<file path="src/rtl/lock_mon_pkg.sv">
package lock_mon_pkg;

    typedef enum logic {
        ST_HUNT   = 1'b0,
        ST_LOCKED = 1'b1
    } lm_state_e;

endpackage

</file>
<file path="src/rtl/lock_mon_run.sv">
// Run-length tracker: flags each bit-to-bit transition and a run that
// grows past the configured limit.
module lock_mon_run #(
    parameter int RUN_LIMIT = 64
) (
    input  logic clk,
    input  logic rst_n,
    input  logic bit_i,
    output logic edge_o,
    output logic run_viol_o
);

    localparam int RUN_MAX = RUN_LIMIT + 1;
    localparam int RUN_W   = $clog2(RUN_MAX + 1);

    typedef struct packed {
        logic             prev;
        logic [RUN_W-1:0] run;
    } run_st_t;

    run_st_t s_d, s_q;

    always_comb begin
        s_d      = s_q;
        edge_o   = bit_i ^ s_q.prev;
        s_d.prev = bit_i;
        if (edge_o) begin
            s_d.run = RUN_W'(1);
        end else if (s_q.run != RUN_W'(RUN_MAX)) begin
            s_d.run = s_q.run + 1'b1;
        end
        run_viol_o = (s_d.run > RUN_W'(RUN_LIMIT));
    end

    always_ff @(posedge clk or negedge rst_n) begin
        if (!rst_n) begin
            s_q <= '0;
        end else begin
            s_q <= s_d;
        end
    end

endmodule

</file>
<file path="src/rtl/lock_mon_density.sv">
// Sliding-window transition counter: keeps the last WIN_LEN transition
// flags and their population count.
module lock_mon_density #(
    parameter int WIN_LEN   = 256,
    parameter int MIN_TRANS = 31
) (
    input  logic clk,
    input  logic rst_n,
    input  logic edge_i,
    output logic dens_low_o
);

    localparam int CNT_W = $clog2(WIN_LEN + 1);

    typedef struct packed {
        logic [WIN_LEN-1:0] hist;
        logic [CNT_W-1:0]   cnt;
    } win_st_t;

    win_st_t s_d, s_q;

    always_comb begin
        s_d      = s_q;
        s_d.hist = {s_q.hist[WIN_LEN-2:0], edge_i};
        s_d.cnt  = s_q.cnt + CNT_W'(edge_i) - CNT_W'(s_q.hist[WIN_LEN-1]);
        dens_low_o = (s_d.cnt < CNT_W'(MIN_TRANS));
    end

    always_ff @(posedge clk or negedge rst_n) begin
        if (!rst_n) begin
            s_q <= '0;
        end else begin
            s_q <= s_d;
        end
    end

endmodule

</file>
<file path="src/rtl/lock_mon_fsm.sv">
// Lock decision: qualifies a full clean window before locking, drops back
// to the reference on any violation or force.
module lock_mon_fsm
    import lock_mon_pkg::*;
#(
    parameter int WIN_LEN = 256
) (
    input  logic clk,
    input  logic rst_n,
    input  logic run_viol_i,
    input  logic dens_low_i,
    input  logic force_i,
    output logic qual_ok_o,
    output logic lock_n_o,
    output logic sel_ref_o
);

    localparam int QW = $clog2(WIN_LEN + 1);

    typedef struct packed {
        lm_state_e     st;
        logic [QW-1:0] qual;
        logic          lock_n;
        logic          sel_ref;
    } fsm_st_t;

    fsm_st_t     s_d, s_q;
    logic        drop;
    logic [QW-1:0] qual_n;

    always_comb begin
        s_d  = s_q;
        drop = run_viol_i | force_i;

        if (drop) begin
            qual_n = '0;
        end else if (s_q.qual != QW'(WIN_LEN)) begin
            qual_n = s_q.qual + 1'b1;
        end else begin
            qual_n = s_q.qual;
        end
        qual_ok_o = (qual_n == QW'(WIN_LEN));
        s_d.qual  = qual_n;

        case (s_q.st)
            ST_HUNT: begin
                if (qual_ok_o && !dens_low_i) begin
                    s_d.st = ST_LOCKED;
                end
            end
            ST_LOCKED: begin
                if (drop || dens_low_i) begin
                    s_d.st   = ST_HUNT;
                    s_d.qual = '0;
                end
            end
            default: begin
                s_d.st   = ST_HUNT;
                s_d.qual = '0;
            end
        endcase

        s_d.lock_n  = (s_d.st != ST_LOCKED);
        s_d.sel_ref = (s_d.st != ST_LOCKED);
    end

    always_ff @(posedge clk or negedge rst_n) begin
        if (!rst_n) begin
            s_q.st      <= ST_HUNT;
            s_q.qual    <= '0;
            s_q.lock_n  <= 1'b1;
            s_q.sel_ref <= 1'b1;
        end else begin
            s_q <= s_d;
        end
    end

    assign lock_n_o  = s_q.lock_n;
    assign sel_ref_o = s_q.sel_ref;

endmodule

</file>
<file path="src/rtl/lock_mon.sv">
module lock_mon #(
    parameter int RUN_LIMIT = 64,
    parameter int WIN_LEN   = 256,
    parameter int MIN_TRANS = 31
) (
    input  logic clk,
    input  logic rst_n,
    input  logic bit_in,
    input  logic force_ref,
    output logic lock_n,
    output logic sel_ref
);

    logic bit_edge;
    logic run_viol;
    logic dens_low;
    logic qual_ok;

    lock_mon_run #(
        .RUN_LIMIT(RUN_LIMIT)
    ) run_i (
        .clk       (clk),
        .rst_n     (rst_n),
        .bit_i     (bit_in),
        .edge_o    (bit_edge),
        .run_viol_o(run_viol)
    );

    lock_mon_density #(
        .WIN_LEN  (WIN_LEN),
        .MIN_TRANS(MIN_TRANS)
    ) dens_i (
        .clk       (clk),
        .rst_n     (rst_n),
        .edge_i    (bit_edge),
        .dens_low_o(dens_low)
    );

    lock_mon_fsm #(
        .WIN_LEN(WIN_LEN)
    ) fsm_i (
        .clk       (clk),
        .rst_n     (rst_n),
        .run_viol_i(run_viol),
        .dens_low_i(dens_low),
        .force_i   (force_ref),
        .qual_ok_o (qual_ok),
        .lock_n_o  (lock_n),
        .sel_ref_o (sel_ref)
    );

endmodule

</file>
<file path="config.mk">
export PLATFORM = sky130hd
export DESIGN_NAME = lock_mon
export DESIGN_NICKNAME = d
export VERILOG_FILES = /design/src/rtl/lock_mon_pkg.sv /design/src/rtl/lock_mon_run.sv /design/src/rtl/lock_mon_density.sv /design/src/rtl/lock_mon_fsm.sv /design/src/rtl/lock_mon.sv
export SDC_FILE = /design/constraint.sdc
export NUM_CORES = 1
export LEC_CHECK = 0
export BUFFER_PORTS_ARGS = -buffer_cell sky130_fd_sc_hd__buf_2
export CORE_MARGIN = 3
export CORE_UTILIZATION = 55
export DETAILED_ROUTE_END_ITERATION = 6
export GPL_TIMING_DRIVEN = 0
export MAX_ROUTING_LAYER = met4
export PLACE_DENSITY = 0.73
export SLEW_MARGIN = 20
export SYNTH_ARGS = -nofsm -noshare
export SYNTH_HDL_FRONTEND = slang
export SYNTH_HIERARCHICAL = 1
export SYNTH_SLANG_ARGS = --single-unit
</file>
<file path="constraint.sdc">
create_clock -name clk -period 2.81 [get_ports clk]
set_input_delay 0.281 -clock clk [delete_from_list [all_inputs] [get_ports clk]]
set_output_delay 0.281 -clock clk [all_outputs]
set_load 0.05 [all_outputs]
</file>
==> results of run 1 <==
-- power by group through the flow --
stage	sequential (mW)	combinational [mW]	clock, mW
floorplan	4.40	1.17	0
global placement	4.42	1.39	0
detailed placement	4.42	1.48	0
CTS	4.35	1.59	3.72
global route	4.37	1.80	3.89
finish	4.35	1.62	3.61
-- worst paths after layout --
check	from	to	slack [ns]	depth (start not counted)
max	dens_i/s_q[264]	fsm_i/s_q[8]	0.09	12
min	bit_in	dens_i/s_d[10]	0.24	3
max reg2reg	dens_i/s_q[264]	fsm_i/s_q[8]	0.09	12
min reg2reg	dens_i/s_d[219]	dens_i/s_d[220]	0.34	0
max in group asynchronous	rst_n	fsm_i/s_q[5]	1.15	4
min in group asynchronous	rst_n	dens_i/s_d[73]	0.33	2
-- per-layer routing --
metal  track usage (%)  up-vias  share of wire [%]
met5                 -        -                  0
met4              4.69        0                2.6
met3              3.22       24                3.2
met2              23.8       54                 48
met1              22.8     1872                 46
li1                  -     1594                  -
-- layout by cell type, fill, tap and decap left out, types with 2 or more instances in the layout --
cell                            instances
sky130_fd_sc_hd__buf_2                  7
sky130_fd_sc_hd__nor2_1                13
sky130_fd_sc_hd__buf_16                 2
sky130_fd_sc_hd__xor2_1                 9
sky130_fd_sc_hd__clkinv_2               3
sky130_fd_sc_hd__a21oi_1               11
sky130_fd_sc_hd__and2_1                 2
sky130_fd_sc_hd__dfrtp_1              283
sky130_fd_sc_hd__clkbuf_16             27
sky130_fd_sc_hd__ha_1                  12
sky130_fd_sc_hd__a211oi_2               3
sky130_fd_sc_hd__xnor2_1                7
sky130_fd_sc_hd__bufinv_16              3
sky130_fd_sc_hd__and3_1                 2
sky130_fd_sc_hd__a211oi_1               4
sky130_fd_sc_hd__nand4_1                3
sky130_fd_sc_hd__nand2_2                3
sky130_fd_sc_hd__nand2_1                9
sky130_fd_sc_hd__o21ai_0                4
sky130_fd_sc_hd__inv_1                 14
sky130_fd_sc_hd__nand3b_1               3
sky130_fd_sc_hd__a21o_1                 4
sky130_fd_sc_hd__nor3_1                 5
sky130_fd_sc_hd__clkbuf_8               5
sky130_fd_sc_hd__dlygate4sd3_1          3
sky130_fd_sc_hd__clkbuf_1               7
sky130_fd_sc_hd__nor2b_1                2
sky130_fd_sc_hd__buf_4                  6
sky130_fd_sc_hd__nand3_1               10
-- worst min-delay path, delay by kind of cell --
family | cells | cell delay [ns]
xor+xnor | 1 | 0.11
buf+inv | 2 | 0.32
-- state kept, by name (all words and copies together), names as in the netlist --
| name | count |
|---|---|
| fsm_i/s_q | 10 |
| fsm_i/sel_ref_o | 1 |
| dens_i/s_d | 255 |
| run_i/s_q | 8 |
| dens_i/s_q | 10 |
-- repair_timing --
action                     4_1_cts  5_1_grt
setup endpoints to repair       11       11
pin swaps                        4        4
hold buffers                     3        0
resized for setup                9        3
hold endpoints to repair        86        0
gates cloned                     1        0
setup buffers                    3        1
-- cell type report --
| type | instances | share of cell area, % |
|---|---|---|
| multi-input combinational | 149 | 12.6 |
| clock inverter | 9 | 1.36 |
| sequential | 284 | 73.2 |
| tap | 184 | 2.37 |
| clock buffer | 39 | 7.93 |
| timing repair buffer | 14 | 1.55 |
| inverter | 14 | 0.541 |
| buffer | 7 | 0.476 |
-- through the flow --
step | hold WS (ns) | instances | util, % | instance area (sq um) | setup slack, ns
after CTS | 0.224 | 699 | 66.0 | 9700 | -0.0500
final | 0.243 | 700 | 66.1 | 9720 | 0.0928
after floorplan | -0.0146 | 453 | - | 8370 | 0.103
after detailed placement | 0.303 | 644 | 59.1 | 8690 | -0.583
after global placement | 0.335 | 642 | 58.7 | 8620 | -2.95
after global routing | 0.229 | 700 | 66.1 | 9720 | -0.0257
==> impl_results.rst, run 1 <==
.. list-table::
   :header-rows: 1

   * - Metric
     - Value
   * - Clock network latency to the later pin of the worst-skew pair
     - 0.52 ns
   * - Layout cell share with drive strength beyond 1
     - 17.8%
   * - Cell area after synthesis
     - 0.00837 sq mm
   * - Initial DRC Count
     - 166
   * - Layout net count
     - 515
   * - Number of instances in the synthesized netlist
     - 453
   * - Total clock buffers created by CTS
     - 27
   * - Chip width
     - 129 um
   * - Die area
     - 0.0167 sq mm
   * - Antenna diodes
     - 0
   * - Hold Fails Final Rpt
     - 0
   * - Power after layout
     - 9.58 mW
   * - Dominant delay contributor by cell family on the critical path
     - compound AO/OA/AOI/OAI gates
   * - Synthesized area divided by synthesized cell count
     - 18.5 sq um
   * - Number of buffers on the longest clock path
     - 3
   * - Final setup viols
     - 0
   * - Post-route DRC
     - 0
   * - H-tree depth reported by CTS
     - 1
   * - Detailed-router iteration count before antenna repair
     - 6
   * - Setup TNS
     - 0 ns
   * - GRT Resource Usage Total
     - 15.9%
   * - Arrival @ worst endpoint
     - 3.11 ns
   * - Endpoint required time on the critical path
     - 3.21 ns
   * - Initial antenna violation count
     - 0
   * - Setup repair after global routing missed its margin
     - yes
   * - Cell breakdown of the critical path
     - ha_1, inv_1, ha_2, fa_2, a21o_1, a211oi_2, xnor2_2, o21bai_4, a2111oi_4, nand2_2, nand2_4, o21ba_4
   * - Internal power of the cells
     - 7.18 mW
   * - Category of the worst setup path capture point
     - flop
   * - Kind of path behind the tightest hold check
     - input port to flop
   * - Kind of start point of the critical path
     - flop
   * - Upper clock frequency limit
     - 0.368 GHz
   * - Area of the core region
     - 0.0147 sq mm
   * - Path type of the worst setup path
     - flop to flop
   * - Global-route wire length before repair
     - 20200 um
   * - I/O pins
     - 6
   * - Critical path's largest stage delay
     - 0.36 ns
   * - Mapped Nets
     - 471
   * - Die Span Y
     - 129 um
   * - Critical-path cell with the highest stage delay
     - sky130_fd_sc_hd__dfrtp_1
   * - RePlAce Congestion
     - 0.752
   * - Comb pwr share
     - 16.9%
   * - Post-layout minimum cycle time
     - 2.72 ns
   * - Slew of the pin with the lowest slew margin
     - 0.589 ns
   * - CP max FO
     - 5
   * - Net switching share of the total power
     - 25.1%
   * - Count of final max-slew check failures
     - 0
   * - Relative slew slack
     - 60.8%
   * - Storage cell area
     - 0.00711 sq mm
   * - Filler Cells Inserted
     - 919
   * - Routed len/inst
     - 16.7 um
   * - Routed via count
     - 3544
   * - Psw
     - 2.41 mW
   * - Clk slew on worst S/H paths
     - 0.06 ns
   * - Multi-input gate area
     - 0.00123 sq mm
   * - Area growth from synthesis to layout
     - 16.1%
   * - Grt total ovfl
     - 0
   * - Total number of clock tree sinks
     - 284
   * - Leakage power figure
     - 4.85 nW
   * - Power density of the placed cells
     - 986 mW/mm^2
   * - CTS Root Cell
     - sky130_fd_sc_hd__clkbuf_16
   * - Total of buffers placed on input and output ports
     - 5
   * - Post-route clock period utilization
     - 96.7%
   * - Number of max-cap violations
     - 0
   * - Worst-case vdd ir drop
     - 814 uV
   * - Max Clock Skew
     - 0.0159 ns
   * - Largest net degree at the start of global routing
     - 112
   * - TritonCTS clock tree
     - yes
   * - Aggregate routed wire length
     - 11700 um
   * - Sequential share of power
     - 45.4%
   * - Remaining number of nets flagged by the antenna check after routing
     - 0
   * - Clk pwr share
     - 37.7%
   * - Outcome
     - finished clean
   * - HPWL Detailed
     - 5850 um
   * - Via count of the first global-routing pass
     - 3890
   * - Initial core utilization
     - 56.9%
   * - Count of synthesis-stage warnings from yosys
     - 6
   * - FP Rows
     - 44
   * - Count of buffering cells on the critical path with inverters included
     - 1
   * - Routed via count divided by cell count
     - 5.06
Note: power is estimated with default switching activity, not from simulation.
==> run 2: changes to the inputs <==
CTS_CLUSTER_SIZE = 40   (was unset)
RECOVER_POWER = 100   (was unset)
==> run 2 against run 1 <==
- worst hold slack better by 0.077 ns
- via count rose by 0.48%
- routed wire length rose by 0.29%
- fmax is essentially flat
- utilization decreased by 0.33 points
- critical path depth unchanged
- count of clock-buffer cells in the layout stayed put
- setup slack improved by 0.0018 ns
- power decreased by 0.59%
- highest routed layer unchanged
==> impl_results.rst, run 2 (same netlist as run 1, synthesis figures left out) <==
.. list-table::
   :header-rows: 1

   * - Metric
     - Value
   * - Area of the core region
     - 0.0147 sq mm (unchanged)
   * - Global-route layer with the greatest usage
     - met2
   * - Worst hold slack
     - 0.320 ns (+0.0771 ns)
   * - Die area
     - 0.0167 sq mm (unchanged)
   * - Remaining number of nets flagged by the antenna check after routing
     - 0 (unchanged)
   * - H-tree depth reported by CTS
     - 1 (unchanged)
   * - Kind of start point of the critical path
     - flop
   * - HPWL Detailed
     - 5850 um (unchanged)
   * - Most common cell after layout, fill and taps aside
     - sky130_fd_sc_hd__dfrtp_1
   * - Storage cell area
     - 0.00711 sq mm (unchanged)
   * - Post-route clock period utilization
     - 96.6% (about the same)
   * - Multi-input gate area
     - 0.00121 sq mm (-1.1%)
   * - Initial antenna violation count
     - 0 (unchanged)
   * - Die Span Y
     - 129 um (unchanged)
   * - Power after layout
     - 9.53 mW (-0.59%)
   * - Layout net count
     - 515 (unchanged)
   * - Detailed-router iteration count before antenna repair
     - 6 (unchanged)
   * - Total clock buffers created by CTS
     - 27 (unchanged)
   * - Worst reg-to-reg setup slack
     - 0.09 ns (about the same)
   * - Area growth from synthesis to layout
     - 15.6%
   * - Setup repair after global routing missed its margin
     - yes
   * - Antenna diodes
     - 0 (unchanged)
   * - Global-route wire length before repair
     - 20200 um (unchanged)
   * - Final setup viols
     - 0 (unchanged)
   * - I/O pins
     - 6 (unchanged)
   * - Arrival @ worst endpoint
     - 3.11 ns (about the same)
   * - Via count of the first global-routing pass
     - 3890 (unchanged)
   * - Util after Layout
     - 65.8% (-0.33 points)
   * - Path type of the worst setup path
     - flop to flop
   * - Grt total ovfl
     - 0 (unchanged)
   * - Leakage power figure
     - 4.83 nW (-0.46%)
   * - Number of buffers on the longest clock path
     - 3 (unchanged)
   * - Hold Fails Final Rpt
     - 0 (unchanged)
   * - Total number of clock tree sinks
     - 284 (unchanged)
   * - RePlAce Congestion
     - 0.752 (unchanged)
   * - GRT Resource Usage Total
     - 15.9% (unchanged)
   * - Global-route met1 utilization
     - 22.8% (unchanged)
   * - Post-layout minimum cycle time
     - 2.72 ns (-0.00181 ns)
   * - CP max FO
     - 5 (unchanged)
   * - Upper clock frequency limit
     - 0.368 GHz (about the same)
   * - FP Rows
     - 44 (unchanged)
   * - Aggregate routed wire length
     - 11700 um (+0.29%)
   * - Clock network latency to the later pin of the worst-skew pair
     - 0.52 ns (about the same)
   * - Total of buffers placed on input and output ports
     - 5 (unchanged)
   * - TritonCTS clock tree
     - yes
   * - Filler Cells Inserted
     - 929 (+1.1%)
   * - Initial core utilization
     - 56.9% (unchanged)
   * - Final worst setup slack
     - 0.0946 ns (+0.00181 ns)
   * - Number of max-cap violations
     - 0 (unchanged)
   * - Clk slew on worst S/H paths
     - 0.06 ns (about the same)
   * - Power density of the placed cells
     - 985 mW/mm^2 (about the same)
   * - Post-route cell area
     - 0.00967 sq mm (-0.50%)
   * - Category of the worst setup path capture point
     - flop
   * - Setup TNS
     - 0 ns (unchanged)
   * - Worst Setup Slack post-DPL
     - -0.583 ns (unchanged)
   * - Global routing usage on met2
     - 23.8% (unchanged)
   * - Max Clock Skew
     - 0.0136 ns (-0.00234 ns)
   * - Routed via count
     - 3561 (+0.48%)
   * - Worst setup path startpoint
     - dens_i/s_q[264]
   * - Top library cells by usage in the layout, fill and taps aside
     - sky130_fd_sc_hd__dfrtp_1 (283), sky130_fd_sc_hd__clkbuf_16 (27), sky130_fd_sc_hd__inv_1 (14), sky130_fd_sc_hd__nor2_1 (13)
   * - Largest net degree at the start of global routing
     - 112 (unchanged)
   * - Relative slew slack
     - 5.11% (-56 points)
   * - Final non-filler cell total
     - 700 (unchanged)
   * - Worst-case vdd ir drop
     - 814 uV (about the same)
   * - Initial DRC Count
     - 151 (-9.0%)
   * - Layout cell share with drive strength beyond 1
     - 16.3% (-1.6 points)
   * - Depth of the worst register-to-register path
     - 12 (unchanged)
   * - Routed len/inst
     - 16.7 um (+0.29%)
   * - Chip width
     - 129 um (unchanged)
   * - Post-DP Area
     - 0.00869 sq mm (unchanged)
   * - Number of flip-flops in the largest register
     - 255 (unchanged)
   * - Endpoint required time on the critical path
     - 3.21 ns (about the same)
   * - Count of final max-slew check failures
     - 0 (unchanged)
   * - Kind of path behind the tightest hold check
     - input port to asynchronous set/reset pin
   * - CTS Root Cell
     - sky130_fd_sc_hd__clkbuf_16
   * - Outcome
     - finished clean
   * - Number of instances in the placed design
     - 644 (unchanged)
   * - Routed via count divided by cell count
     - 5.09 (+0.48%)
   * - Slew of the pin with the lowest slew margin
     - 1.42 ns (+0.835 ns)
   * - Reg2Reg Launch Point
     - dens_i/s_q[264]
   * - M3 GR Usage
     - 3.22% (unchanged)
   * - Post-route DRC
     - 0 (unchanged)
## run 2: cell count changes in the layout (fill, tap and decap cells not counted), sizes merged
cell	delta
buf	-5
clkbuf	+5
## run 2: per-layer routing
| layer | routed length [um] | vias up |
|---|---|---|
| met5 | 0 | - |
| met4 | 300 | 0 |
| met3 | 357 | 27 |
| met2 | 5640 | 50 |
| met1 | 5420 | 1891 |
| li1 | - | 1593 |
## run 2: final cells by class
cell class	count	share of cell area (%)
Multi-Input combinational cell	149	12.5
Buffer	7	0.479
Timing Repair Buffer	14	1.19
Inverter	14	0.544
Clock inverter	9	1.37
Clock buffer	39	7.97
Sequential cell	284	73.5
Tap cell	184	2.38
## run 2: critical path: stages (launching register included)
cell                        delay, ns
sky130_fd_sc_hd__dfrtp_1         0.36
sky130_fd_sc_hd__ha_1            0.26
sky130_fd_sc_hd__inv_1           0.04
sky130_fd_sc_hd__ha_2            0.17
sky130_fd_sc_hd__fa_2            0.36
sky130_fd_sc_hd__a21o_1          0.20
sky130_fd_sc_hd__a211oi_2        0.27
sky130_fd_sc_hd__xnor2_2         0.11
sky130_fd_sc_hd__o21bai_4        0.18
sky130_fd_sc_hd__a2111oi_4       0.25
sky130_fd_sc_hd__nand2_2         0.13
sky130_fd_sc_hd__nand2_4         0.11
sky130_fd_sc_hd__o21ba_4         0.15
## run 2: worst paths after layout
| path | end |
|---|---|
| max in group asynchronous | dens_i/s_d[193] |
| min in group clk | dens_i/s_d[220] |
| worst min register to register | dens_i/s_d[220] |
| worst max register to register | fsm_i/s_q[8] |
| worst min-delay path | dens_i/s_d[73] |
| worst max-delay path | fsm_i/s_q[8] |
## run 2: what timing repair did
| action | 4_1_cts | 5_1_grt |
|---|---|---|
| setup buffers | 3 | 1 |
| gates cloned | 1 | 0 |
| hold endpoints to repair | 86 | 0 |
| setup endpoints to repair | 11 | 11 |
| hold buffers | 3 | 0 |
| pin swaps | 4 | 4 |
| resized for setup | 9 | 3 |
## run 2: report_power, final
group / switching (mW) / internal, mW / total [mW] / leakage (nW)
registers: 0.0881 / 4.26 / 4.35 / 3.82
logic: 0.866 / 0.701 / 1.57 / 0.568
clock network: 1.43 / 2.18 / 3.61 / 0.442
